===== config.mk =====
export PLATFORM = sky130hd
export DESIGN_NAME = log8_codec
export DESIGN_NICKNAME = d
export VERILOG_FILES = /design/src/rtl/log8_pkg.sv /design/src/rtl/log8_seg_base.sv /design/src/rtl/log8_msb_find.sv /design/src/rtl/log8_decoder.sv /design/src/rtl/log8_encoder.sv /design/src/rtl/log8_codec.sv
export SDC_FILE = /design/constraint.sdc
export NUM_CORES = 1
export LEC_CHECK = 0
export BUFFER_PORTS_ARGS = -buffer_cell sky130_fd_sc_hd__buf_2
export CAP_MARGIN = 0
export CORE_MARGIN = 2
export CORE_UTILIZATION = 55
export DETAILED_ROUTE_END_ITERATION = 7
export HOLD_SLACK_MARGIN = 0.12
export PLACE_DENSITY = 0.76
export SLEW_MARGIN = 20
export SYNTH_ARGS = -nofsm -noshare
export SYNTH_HDL_FRONTEND = slang
export SYNTH_SLANG_ARGS = --single-unit
export TNS_END_PERCENT = 10

===== constraint.sdc =====
create_clock -name clk -period 11 [get_ports clk]
set_input_delay 1.1 -clock clk [delete_from_list [all_inputs] [get_ports clk]]
set_output_delay 1.1 -clock clk [all_outputs]
set_load 0.05 [all_outputs]

===== src/rtl/log8_pkg.sv =====
package log8_pkg;

    // Default field widths of the code
    localparam int LOG8_EXP_W = 4;
    localparam int LOG8_MAN_W = 4;

    // Exponent correction step chosen by the encoder
    typedef enum logic [1:0] {
        ADJ_KEEP = 2'd0,
        ADJ_DOWN = 2'd1,
        ADJ_UP   = 2'd2
    } log8_adj_e;

endpackage


===== src/rtl/log8_seg_base.sv =====
// Start value of segment e: ((2^EMAX - 1) >> (EMAX - e)) << MAN_W
module log8_seg_base #(
    parameter int EXP_W = 4,
    parameter int MAN_W = 4,
    parameter int VAL_W = 20
) (
    input  logic [EXP_W-1:0] exp_i,
    output logic [VAL_W-1:0] base_o
);
    localparam int EMAX = (1 << EXP_W) - 1;
    localparam logic [VAL_W-1:0] ONES = VAL_W'((1 << EMAX) - 1);

    logic [EXP_W-1:0] rsh;

    always_comb begin
        rsh    = EXP_W'(EMAX) - exp_i;
        base_o = (ONES >> rsh) << MAN_W;
    end
endmodule


===== src/rtl/log8_msb_find.sv =====
// Position of the highest set bit, with a flag for a non-zero input
module log8_msb_find #(
    parameter int W  = 20,
    parameter int PW = $clog2(W)
) (
    input  logic [W-1:0]  vec_i,
    output logic [PW-1:0] pos_o,
    output logic          any_o
);
    always_comb begin
        pos_o = '0;
        for (int i = 0; i < W; i++) begin
            if (vec_i[i]) pos_o = PW'(i);
        end
        any_o = |vec_i;
    end
endmodule


===== src/rtl/log8_decoder.sv =====
module log8_decoder #(
    parameter int EXP_W = 4,
    parameter int MAN_W = 4,
    parameter int VAL_W = 20
) (
    input  logic [EXP_W+MAN_W-1:0] code_i,
    output logic [VAL_W-1:0]       val_o
);
    logic [EXP_W-1:0] ex;
    logic [MAN_W-1:0] mn;
    logic [VAL_W-1:0] seg_start;
    logic [VAL_W-1:0] step_ofs;

    assign ex = code_i[EXP_W+MAN_W-1:MAN_W];
    assign mn = code_i[MAN_W-1:0];

    log8_seg_base #(.EXP_W(EXP_W), .MAN_W(MAN_W), .VAL_W(VAL_W)) u_base (
        .exp_i  (ex),
        .base_o (seg_start)
    );

    always_comb begin
        step_ofs = {{(VAL_W-MAN_W){1'b0}}, mn} << ex;
        val_o    = seg_start + step_ofs;
    end
endmodule


===== src/rtl/log8_encoder.sv =====
module log8_encoder
    import log8_pkg::*;
#(
    parameter int EXP_W = 4,
    parameter int MAN_W = 4,
    parameter int VAL_W = 20
) (
    input  logic [VAL_W-1:0]       val_i,
    output logic [EXP_W+MAN_W-1:0] code_o
);
    localparam int EMAX = (1 << EXP_W) - 1;
    localparam int MMAX = (1 << MAN_W) - 1;
    localparam int PW   = $clog2(VAL_W);

    logic [PW-1:0]    msb_pos;
    logic             msb_any;
    logic [EXP_W-1:0] e_est;
    logic [EXP_W-1:0] e_mid;
    logic [EXP_W-1:0] e_mid_inc;
    logic [EXP_W-1:0] e_fin;
    logic [VAL_W-1:0] base_est;
    logic [VAL_W-1:0] base_next;
    logic [VAL_W-1:0] base_fin;
    logic [VAL_W-1:0] diff;
    logic [VAL_W-1:0] shr;
    logic [MAN_W-1:0] mant;
    logic             go_down;
    logic             go_up;
    log8_adj_e        adj;

    log8_msb_find #(.W(VAL_W), .PW(PW)) u_msb (
        .vec_i (val_i),
        .pos_o (msb_pos),
        .any_o (msb_any)
    );

    // First estimate: MSB position minus mantissa width, clamped
    always_comb begin
        if (!msb_any || msb_pos < PW'(MAN_W))
            e_est = '0;
        else if ((msb_pos - PW'(MAN_W)) > PW'(EMAX))
            e_est = EXP_W'(EMAX);
        else
            e_est = EXP_W'(msb_pos - PW'(MAN_W));
    end

    log8_seg_base #(.EXP_W(EXP_W), .MAN_W(MAN_W), .VAL_W(VAL_W)) u_base_est (
        .exp_i  (e_est),
        .base_o (base_est)
    );

    // Step down when the value lies under the estimated segment
    always_comb begin
        go_down   = (val_i < base_est) && (e_est != '0);
        e_mid     = go_down ? e_est - 1'b1 : e_est;
        e_mid_inc = e_mid + 1'b1;
    end

    log8_seg_base #(.EXP_W(EXP_W), .MAN_W(MAN_W), .VAL_W(VAL_W)) u_base_next (
        .exp_i  (e_mid_inc),
        .base_o (base_next)
    );

    // Step up when the value reaches the following segment
    always_comb begin
        go_up = (e_mid != EXP_W'(EMAX)) && (val_i >= base_next);
        if (go_down)    adj = ADJ_DOWN;
        else if (go_up) adj = ADJ_UP;
        else            adj = ADJ_KEEP;
    end

    always_comb begin
        unique case (adj)
            ADJ_KEEP: e_fin = e_mid;
            ADJ_DOWN: e_fin = e_mid;
            ADJ_UP:   e_fin = e_mid_inc;
            default:  e_fin = e_mid;
        endcase
    end

    log8_seg_base #(.EXP_W(EXP_W), .MAN_W(MAN_W), .VAL_W(VAL_W)) u_base_fin (
        .exp_i  (e_fin),
        .base_o (base_fin)
    );


    always_comb begin
        seg_floor_chk: assert (val_i >= base_fin)
            else $error("encoder picked a segment above the value");
    end

    always_comb begin
        diff = val_i - base_fin;
        shr  = diff >> e_fin;
        mant = (shr > VAL_W'(MMAX)) ? MAN_W'(MMAX) : shr[MAN_W-1:0];
        code_o = {e_fin, mant};
    end
endmodule


===== src/rtl/log8_codec.sv =====
module log8_codec
    import log8_pkg::*;
#(
    parameter int EXP_W = LOG8_EXP_W,
    parameter int MAN_W = LOG8_MAN_W
) (
    input  logic                         clk,
    input  logic                         rst_n,
    input  logic                         dec_vld_i,
    input  logic [EXP_W+MAN_W-1:0]       dec_code_i,
    output logic                         dec_vld_o,
    output logic [(1<<EXP_W)+MAN_W-1:0]  dec_val_o,
    input  logic                         enc_vld_i,
    input  logic [(1<<EXP_W)+MAN_W-1:0]  enc_val_i,
    output logic                         enc_vld_o,
    output logic [EXP_W+MAN_W-1:0]       enc_code_o
);
    localparam int CODE_W = EXP_W + MAN_W;
    localparam int EMAX   = (1 << EXP_W) - 1;
    localparam int MMAX   = (1 << MAN_W) - 1;
    localparam int VAL_W  = EMAX + 1 + MAN_W;
    localparam logic [VAL_W-1:0] SAT_LIM =
        VAL_W'((((1 << EMAX) - 1) << MAN_W) + (MMAX << EMAX));
    localparam logic [VAL_W-1:0] LIN_LIM = VAL_W'(1 << MAN_W);

    logic [VAL_W-1:0]  dec_val_d;
    logic [CODE_W-1:0] enc_code_d;

    log8_decoder #(.EXP_W(EXP_W), .MAN_W(MAN_W), .VAL_W(VAL_W)) u_dec (
        .code_i (dec_code_i),
        .val_o  (dec_val_d)
    );

    log8_encoder #(.EXP_W(EXP_W), .MAN_W(MAN_W), .VAL_W(VAL_W)) u_enc (
        .val_i  (enc_val_i),
        .code_o (enc_code_d)
    );

    always_ff @(posedge clk) begin
        if (!rst_n) begin
            dec_vld_o <= 1'b0;
            dec_val_o <= '0;
        end else begin
            dec_vld_o <= dec_vld_i;
            if (dec_vld_i) dec_val_o <= dec_val_d;
        end
    end

    always_ff @(posedge clk) begin
        if (!rst_n) begin
            enc_vld_o  <= 1'b0;
            enc_code_o <= '0;
        end else begin
            enc_vld_o <= enc_vld_i;
            if (enc_vld_i) enc_code_o <= enc_code_d;
        end
    end


    dec_lat_chk: assert property (@(posedge clk) disable iff (!rst_n)
        dec_vld_i |=> dec_vld_o);


    enc_lat_chk: assert property (@(posedge clk) disable iff (!rst_n)
        enc_vld_i |=> enc_vld_o);


    dec_hold_chk: assert property (@(posedge clk) disable iff (!rst_n)
        !dec_vld_i |=> (!dec_vld_o && $stable(dec_val_o)));


    enc_hold_chk: assert property (@(posedge clk) disable iff (!rst_n)
        !enc_vld_i |=> (!enc_vld_o && $stable(enc_code_o)));


    enc_sat_chk: assert property (@(posedge clk) disable iff (!rst_n)
        (enc_vld_i && enc_val_i >= SAT_LIM) |=> (enc_code_o == '1));


    enc_lin_chk: assert property (@(posedge clk) disable iff (!rst_n)
        (enc_vld_i && enc_val_i < LIN_LIM) |=>
            (enc_code_o == $past(enc_val_i[CODE_W-1:0])));
endmodule


==> results of run 1 <==
-- layout by cell type (no fill, tap or decap), drive strengths merged, types with 11 or more instances in the layout --
master / count
a211oi: 18
a21o: 17
a21oi: 50
buf: 141
dfxtp: 30
ha: 67
inv: 29
mux2i: 25
nand2: 63
nand2b: 11
nand3: 13
nor2: 60
nor2b: 24
nor3: 13
o21a: 12
o21ai: 51
xnor2: 15
-- registers in the layout, indices dropped and copies added, names as in the netlist --
register    flops
dec_val_o      20
dec_vld_o       1
enc_code_o      8
enc_vld_o       1
-- kinds of logic (layout without fill, tap and decap cells) --
family	Yosys count	after routing	synth area share, %
AND/OR/NAND/NOR	244	244	24.1
AO/OA/AOI/OAI	240	240	32.3
adder cells (fa/ha/maj)	69	69	17.0
buffers and inverters	60	177	4.59
multiplexers	30	30	6.16
flip-flops	30	30	11.6
XOR/XNOR	25	25	4.23
-- cell type report --
cell class | count | area, µm² | area share (%)
multi-input combinational | 608 | 4730 | 71.7
timing repair buffer | 141 | 935 | 14.2
sequential | 30 | 601 | 9.11
tap | 111 | 139 | 2.11
inverter | 29 | 109 | 1.65
clock buffer | 5 | 68.8 | 1.04
clock inverter | 2 | 10.0 | 0.152
-- worst max path at each step --
stage                    endpoint  slack (ns)     startpoint  depth (start not counted)
finish              enc_code_o[1]        0.23  enc_val_i[15]                         48
global placement    enc_code_o[1]       0.002   enc_val_i[9]                         49
detailed placement  enc_code_o[2]       -0.41   enc_val_i[9]                         49
global route        enc_code_o[1]       -0.24  enc_val_i[11]                         48
floorplan           enc_code_o[1]       0.005   enc_val_i[9]                         51
CTS                 enc_code_o[1]       0.002   enc_val_i[9]                         48
-- routing by layer --
layer | track usage, % | up-vias | part of all wire (%)
met2 | 56.3 | 314 | 47
li1 | - | 2870 | -
met1 | 40.2 | 2871 | 40
met4 | 17.0 | 0 | 5.3
met3 | 5.27 | 78 | 8.0
met5 | 0 | - | 0
-- power by group --
part           internal (mW)  leakage [nW]  switching, mW
clock network         0.0423        0.0438         0.0404
logic                  0.247          2.80          0.344
registers              0.118         0.248        0.00433
-- worst register-to-register path, stage by stage (launching register included) --
cell and delay, ns:
dfxtp_1 0.31, nor2b_1 0.12, a32o_1 0.21
-- per-stage QoR --
stage                     cell area [µm²]  hold WS [ns]  utilization [%]
after floorplan                      5320         0.677                -
after global placement               6030         0.451             65.6
after detailed placement             6030         0.457             65.6
after CTS                            6150         0.466             66.9
after global routing                 6590         0.482             71.7
final                                6590         0.464             71.7
-- timing repair --
| action | CTS | global route |
|---|---|---|
| buffers inserted | 0 | 19 |
| pin swaps | 1 | 44 |
| resized for setup | 8 | 61 |
| hold endpoints to repair | 0 | 0 |
| hold buffers | 0 | 0 |
| endpoints found under the setup margin | 4 | 4 |
| cloned | 0 | 1 |
==> insert_results.sql, run 1 <==
INSERT INTO impl_metrics (metric_group, metric, value, unit) VALUES
('setup_path', 'worst_r2r_path_depth', '2', ''),
('clock_network', 'clockRootBuffer', 'clkbuf_8', ''),
('min_path', 'class_of_the_tightest_hold_or_removal_check', 'register to register', ''),
('floorplan', 'area_inside_the_core_boundary', '9200', 'µm²'),
('routing', 'drt-wirelength-per-cell', '19.2', 'µm'),
('sta', 'max_freq', '92.8', 'MHz'),
('finish', 'fin_nets', '916', ''),
('yosys', 'netlist_top_cells_area', 'ha_1 16%, dfxtp_1 12%, a21oi_1 4.8%', ''),
('power_and_ir_drop', 'design_power_total', '0.797', 'mW'),
('grt', 'grt_first_pass_wirelength', '27.3', 'mm'),
('yosys', 'synth-seq-area-share', '11.6', '%'),
('routing', 'antenna_violating_nets_post_route', '0', ''),
('sta', 'finalMaxSlewViolations', '0', ''),
('clock_network', 'cts.reportedPaths.clkPinSlew', '0.06', 'ns'),
('sta', 'slew_headroom', '57.2', '%'),
('setup_path', 'cp_bufs_invs', '5', ''),
('yosys', 'cell_with_the_most_instances_after_synthesis', 'ha_1', ''),
('routing', 'via_per_inst', '6.62', ''),
('yosys', 'synth_ff_type', 'dfxtp_1', ''),
('grt', 'antenna_found_initial', '0', ''),
('yosys', 'netlist.top_cell.by_area', 'ha_1', ''),
('yosys', 'ys_seq_elements', '30', ''),
('setup_path', 'timing.critical_path.max_delay_family', 'compound AO/OA/AOI/OAI gates', ''),
('yosys', 'synth_edf_count', '0', ''),
('floorplan', 'die-width', '101', 'µm'),
('finish', 'layout-area-overhead-vs-synth', '27.3', '%'),
('routing', 'vias', '6133', ''),
('setup_path', 'critical_path.max_stage_delay', '0.64', 'ns'),
('run_status', 'run_status', 'finished clean', ''),
('placement', 'hpwlAfterDp', '13.2', 'mm'),
('sta', 'finClkSkew', '0', 'ns'),
('routing', 'drtPass1Iterations', '5', ''),
('power_and_ir_drop', 'peakVddDrop', '0.0723', 'mV'),
('floorplan', 'start_util', '56.3', '%'),
('power_and_ir_drop', 'power.static_leakage', '3.09', 'nW'),
('placement', 'gp_routability_congestion', '1.04', ''),
('clock_network', 'h_tree_levels', '2', ''),
('min_path', 'timing.hold.worst.start', 'dec_val_o[0]', ''),
('clock_network', 'tritoncts', 'done', ''),
('floorplan', 'placement_rows', '35', ''),
('placement', 'port_buffers', '61', ''),
('clock_network', 'clock_path_buffers', '2', ''),
('setup_path', 'critical_path.startpoint_type', 'input pin', ''),
('run', 'drv.max_cap_violation_count', '0', ''),
('setup_path', 'regToRegSetupSlack', '10.25', 'ns'),
('sta', 'final.setup.worst_slack', '0.228', 'ns'),
('yosys', 'synth.cell_area', '5180', 'µm²'),
('floorplan', 'die_area', '10200', 'µm²'),
('yosys', 'synthesis_warnings', '0', ''),
('grt', 'first_global_vias', '5754', ''),
('grt', 'grt_overflow_total', '0', ''),
('clock_network', 'worstSkewPairLatency', '0.28', 'ns'),
('setup_path', 'timing.critical_path.fanout_max', '6', ''),
('sta', 'final_clock_period_utilization_by_the_worst_path', '97.9', '%'),
('setup_path', 'critical_path.slowest_cell', 'or4_1', ''),
('finish', 'antenna-diode-count', '0', ''),
('yosys', 'synth_cells', '698', ''),
('finish', 'num-fill-cells', '744', ''),
('placement', 'post-place-ws', '-0.415', 'ns'),
('finish', 'drive_above_1_share', '29.6', '%'),
('yosys', 'postSynthAreaPerCell', '7.42', 'µm²'),
('routing', 'detail_route.wirelength', '17.8', 'mm'),
('setup_path', 'arrival', '10.92', 'ns'),
('routing', 'remaining_drc_errors', '0', ''),
('yosys', 'share_of_the_synthesized_area_in_the_top_cell_type', '16.2', '%'),
('sta', 'layout_min_cycle_time', '10.77', 'ns'),
('yosys', 'synthDistinctLibCells', '77', ''),
('sta', 'finalSetupTns', '0', 'ns'),
('placement', 'numPlacedInstances', '899', ''),
('setup_path', 'cp-end-kind', 'register', ''),
('clock_network', 'cts_buffers', '5', '');
(Power assumes the default switching activity.)
==> inputs of run 2 (changes only) <==
Settings changed: PLACE_DENSITY 0.76 to 0.75, SKIP_CTS_REPAIR_TIMING from default to 1, SYNTH_HIERARCHICAL from default to 1.
==> insert_results.sql, run 2 <==
INSERT INTO impl_metrics (metric_group, metric, value, unit) VALUES
('setup_path', 'timing.critical_path.from', 'enc_val_i[10]', ''),
('floorplan', 'dieHeight', '111', 'µm'),
('sta', 'measured_slew_at_the_worst_slew_check_pin', '0.772', 'ns'),
('yosys', 'cell_with_the_most_instances_after_synthesis', 'inv_1', ''),
('yosys', 'synth_cells', '839', ''),
('min_path', 'timing.hold.worst.start', 'dec_val_o[10]', ''),
('yosys', 'netlist_top_cells_area', 'ha_1 16%, dfxtp_1 9.6%, mux2i_1 8.7%', ''),
('power_and_ir_drop', 'switching_share', '48.4', '%'),
('clock_network', 'worstSkewPairLatency', '0.28', 'ns'),
('sta', 'layout_min_cycle_time', '10.50', 'ns'),
('yosys', 'synth-xor-area-share', '5.59', '%'),
('floorplan', 'placement_rows', '38', ''),
('finish', 'registers.top_by_ff_count', 'dec_val_o', ''),
('placement', 'port_buffers', '61', ''),
('setup_path', 'timing.rr.end', 'dec_val_o[19]', ''),
('min_path', 'timing.hold.worst_path_depth', '2', ''),
('grt', 'most_crowded_layer_gr', 'met2', ''),
('grt', 'grtUsageTotal', '25.4', '%'),
('routing', 'drt-wirelength-per-cell', '15.4', 'µm'),
('power_and_ir_drop', 'powerDensity', '134', 'nW/µm²'),
('routing', 'via_per_inst', '5.75', ''),
('setup_path', 'regToRegSetupSlack', '10.35', 'ns'),
('clock_network', 'cts.reportedPaths.clkPinSlew', '0.06', 'ns'),
('setup_path', 'rr_startpoint', 'dec_val_o[19]', ''),
('yosys', 'synthesis_warnings', '6', ''),
('clock_network', 'clock_path_buffers', '2', ''),
('yosys', 'synth-seq-area-share', '9.62', '%'),
('setup_path', 'cp.required', '11.17', 'ns'),
('placement', 'hpwlAfterDp', '12.7', 'mm'),
('floorplan', 'start_util', '57.1', '%'),
('sta', 'timing_hold_violations_final', '0', ''),
('power_and_ir_drop', 'cell_internal_pwr', '0.494', 'mW'),
('finish', 'biggest_regs', 'dec_val_o (20), enc_code_o (8)', ''),
('clock_network', 'clockRootBuffer', 'clkbuf_16', ''),
('yosys', 'synth_fa_ha_area_share', '16.7', '%'),
('setup_path', 'setup.worst_path.class', 'input pin to register', ''),
('grt', 'grt_start_max_net_pins', '31', ''),
('grt', 'gr-usage-met1', '34.1', '%'),
('yosys', 'synth_ff_type', 'dfxtp_1', ''),
('yosys', 'synth.cell_area', '6240', 'µm²'),
('setup_path', 'critical_path.slowest_cell', 'a2111o_1', ''),
('floorplan', 'die_area', '12200', 'µm²'),
('min_path', 'class_of_the_tightest_hold_or_removal_check', 'register to register', ''),
('power_and_ir_drop', 'net-switching-power', '0.463', 'mW'),
('run', 'drv.max_cap_violation_count', '0', ''),
('routing', 'drt_first_iter_violations', '531', ''),
('power_and_ir_drop', 'power.share.sequential', '13.4', '%'),
('setup_path', 'worst_r2r_path_depth', '2', ''),
('yosys', 'async_reset_ff_share', '0', '%'),
('finish', 'final_area', '7120', 'µm²'),
('grt', 'antenna_found_initial', '0', ''),
('grt', 'grt_first_pass_wirelength', '26.5', 'mm'),
('floorplan', 'boundary_pins', '62', ''),
('finish', 'fin_nets', '1037', ''),
('sta', 'setup_viol', '0', ''),
('power_and_ir_drop', 'comb_power_share', '71.9', '%'),
('setup_path', 'critical_path.max_stage_delay', '0.43', 'ns'),
('power_and_ir_drop', 'clkPwrFrac', '14.7', '%'),
('sta', 'finClkSkew', '0', 'ns'),
('finish', 'final_common_cell', 'inv_1', ''),
('yosys', 'synth.area.mux_share', '10.6', '%'),
('routing', 'remaining_drc_errors', '0', ''),
('routing', 'detail_route.wirelength', '16.4', 'mm'),
('grt', 'first_global_vias', '5555', ''),
('yosys', 'netlist.top_cell.by_area', 'ha_1', ''),
('floorplan', 'die-width', '111', 'µm'),
('yosys', 'share_of_the_synthesized_area_in_the_top_cell_type', '16.0', '%'),
('finish', 'drive_above_1_share', '22.6', '%'),
('run_status', 'run_status', 'finished clean', ''),
('routing', 'antenna_violating_nets_post_route', '0', ''),
('yosys', 'synth-simple-area-share', '22.1', '%'),
('setup_path', 'cp-end-kind', 'register', ''),
('clock_network', 'cts_buffers', '5', ''),
('yosys', 'netlist_top_cells_count', '88 x inv_1, 80 x ha_1, 79 x nor2_1, 56 x nand2_1, 54 x mux2i_1', ''),
('clock_network', 'number_of_sinks_driven_by_the_clock_tree', '30', ''),
('grt', 'gr-usage-met3', '1.70', '%'),
('grt', 'grt_use_met2', '44.3', '%'),
('power_and_ir_drop', 'peakVddDrop', '0.146', 'mV'),
('routing', 'drtPass1Iterations', '5', ''),
('power_and_ir_drop', 'power.static_leakage', '3.57', 'nW'),
('sta', 'slew_headroom', '47.9', '%'),
('min_path', 'hold_end', 'dec_val_o[10]', ''),
('yosys', 'synthDistinctLibCells', '80', ''),
('finish', 'most-common-layout-cells', '86 x inv_1, 78 x ha_1, 75 x nor2_1', ''),
('finish', 'final_util', '65.1', '%'),
('placement', 'postPlaceCellArea', '6700', 'µm²'),
('sta', 'final_clock_period_utilization_by_the_worst_path', '95.4', '%'),
('sta', 'max_freq', '95.3', 'MHz'),
('sta', 'final.setup.worst_slack', '0.503', 'ns'),
('setup_path', 'critical_path.startpoint_type', 'input pin', ''),
('setup_path', 'timing.critical_path.fanout_max', '10', ''),
('clock_network', 'h_tree_levels', '2', ''),
('placement', 'gp_routability_congestion', '0.945', ''),
('yosys', 'synth_edf_count', '0', ''),
('grt', 'grt_overflow_total', '0', ''),
('finish', 'layout-area-overhead-vs-synth', '14.1', '%'),
('clock_network', 'tritoncts', 'done', ''),
('yosys', 'postSynthAreaPerCell', '7.44', 'µm²'),
('finish', 'max_ffs_per_register', '20', ''),
('sta', 'finalMaxSlewViolations', '0', ''),
('floorplan', 'area_inside_the_core_boundary', '10900', 'µm²'),
('placement', 'post-place-ws', '-0.0810', 'ns'),
('yosys', 'synth-compound-area-share', '23.4', '%'),
('yosys', 'ys_seq_elements', '30', ''),
('finish', 'antenna-diode-count', '0', ''),
('yosys', 'dominant_combinational_cell_family_by_area_after_synthesis', 'compound AO/OA/AOI/OAI gates', ''),
('setup_path', 'arrival', '10.67', 'ns'),
('routing', 'vias', '6119', '');
-- run 2: changes by cell type in the layout (fill, tap and decap cells not counted), moves of 18 or more --
cell / delta
ha_1: +18
conb_1: +20
mux2i_1: +30
buf_4: -24
nor2_1: +21
inv_1: +61
-- run 2: metrics by stage --
stage                     TNS [ns]  instances  power [mW]  hold WS (ns)
after global placement           0       1040       0.763         0.491
final                            0       1064       0.957         0.511
after global routing       -0.0868       1064        1.03         0.536
after CTS                        0       1048       0.916         0.514
after detailed placement    -0.265       1040       0.772         0.498
after floorplan                  0        855       0.634         0.743
-- run 2: routing by layer --
| layer | share of wire, % | routed length (µm) |
|---|---|---|
| met5 | 0 | 0 |
| met3 | 4.4 | 722 |
| met4 | 2.3 | 386 |
| met1 | 46 | 7500 |
| met2 | 48 | 7820 |
-- run 2: worst max-delay path by stage --
stage                    end  slack [ns]  cells past startpoint
3_3_place_gp   enc_code_o[1]        0.11                     53
2_1_floorplan  enc_code_o[1]        0.01                     54
6_report       enc_code_o[1]        0.50                     54
4_1_cts        enc_code_o[1]        0.16                     55
3_5_place_dp   enc_code_o[1]       -0.08                     55
5_1_grt        enc_code_o[1]       -0.07                     55
-- run 2: area by class of cell --
cell class / count / area (µm²)
clock buffer: 6 / 139
clock inverter: 2 / 12.5
fill: 985 / 3810
inverter: 94 / 358
multi-input combinational: 679 / 5140
sequential: 30 / 601
tap: 140 / 175
timing repair buffer: 112 / 692
timing repair inverter: 1 / 5.00
-- run 2: cells by family (layout without fill, tap and decap cells) --
kind of cell | after synthesis | after routing
compound gates | 207 | 207
xor+xnor | 39 | 39
fa+ha+maj | 82 | 82
buf+inv | 146 | 215
flops | 30 | 30
mux | 63 | 63
other cells | 4 | 20
simple gates | 268 | 268
-- run 2: worst max-delay path: cells and delay by family --
family / cells / cell delay [ns]
simple gates: 11 / 1.69
xor+xnor: 2 / 0.45
mux: 4 / 1.00
buf+inv: 12 / 1.30
fa+ha+maj: 4 / 0.90
compound gates: 21 / 4.23
-- run 2: power by group through the flow --
stage / clock, mW / sequential [mW] / combinational (mW)
3_3_place_gp: 0 / 0.130 / 0.633
2_1_floorplan: 0 / 0.174 / 0.459
6_report: 0.141 / 0.128 / 0.688
5_1_grt: 0.146 / 0.130 / 0.752
3_5_place_dp: 0 / 0.130 / 0.641
4_1_cts: 0.143 / 0.128 / 0.645
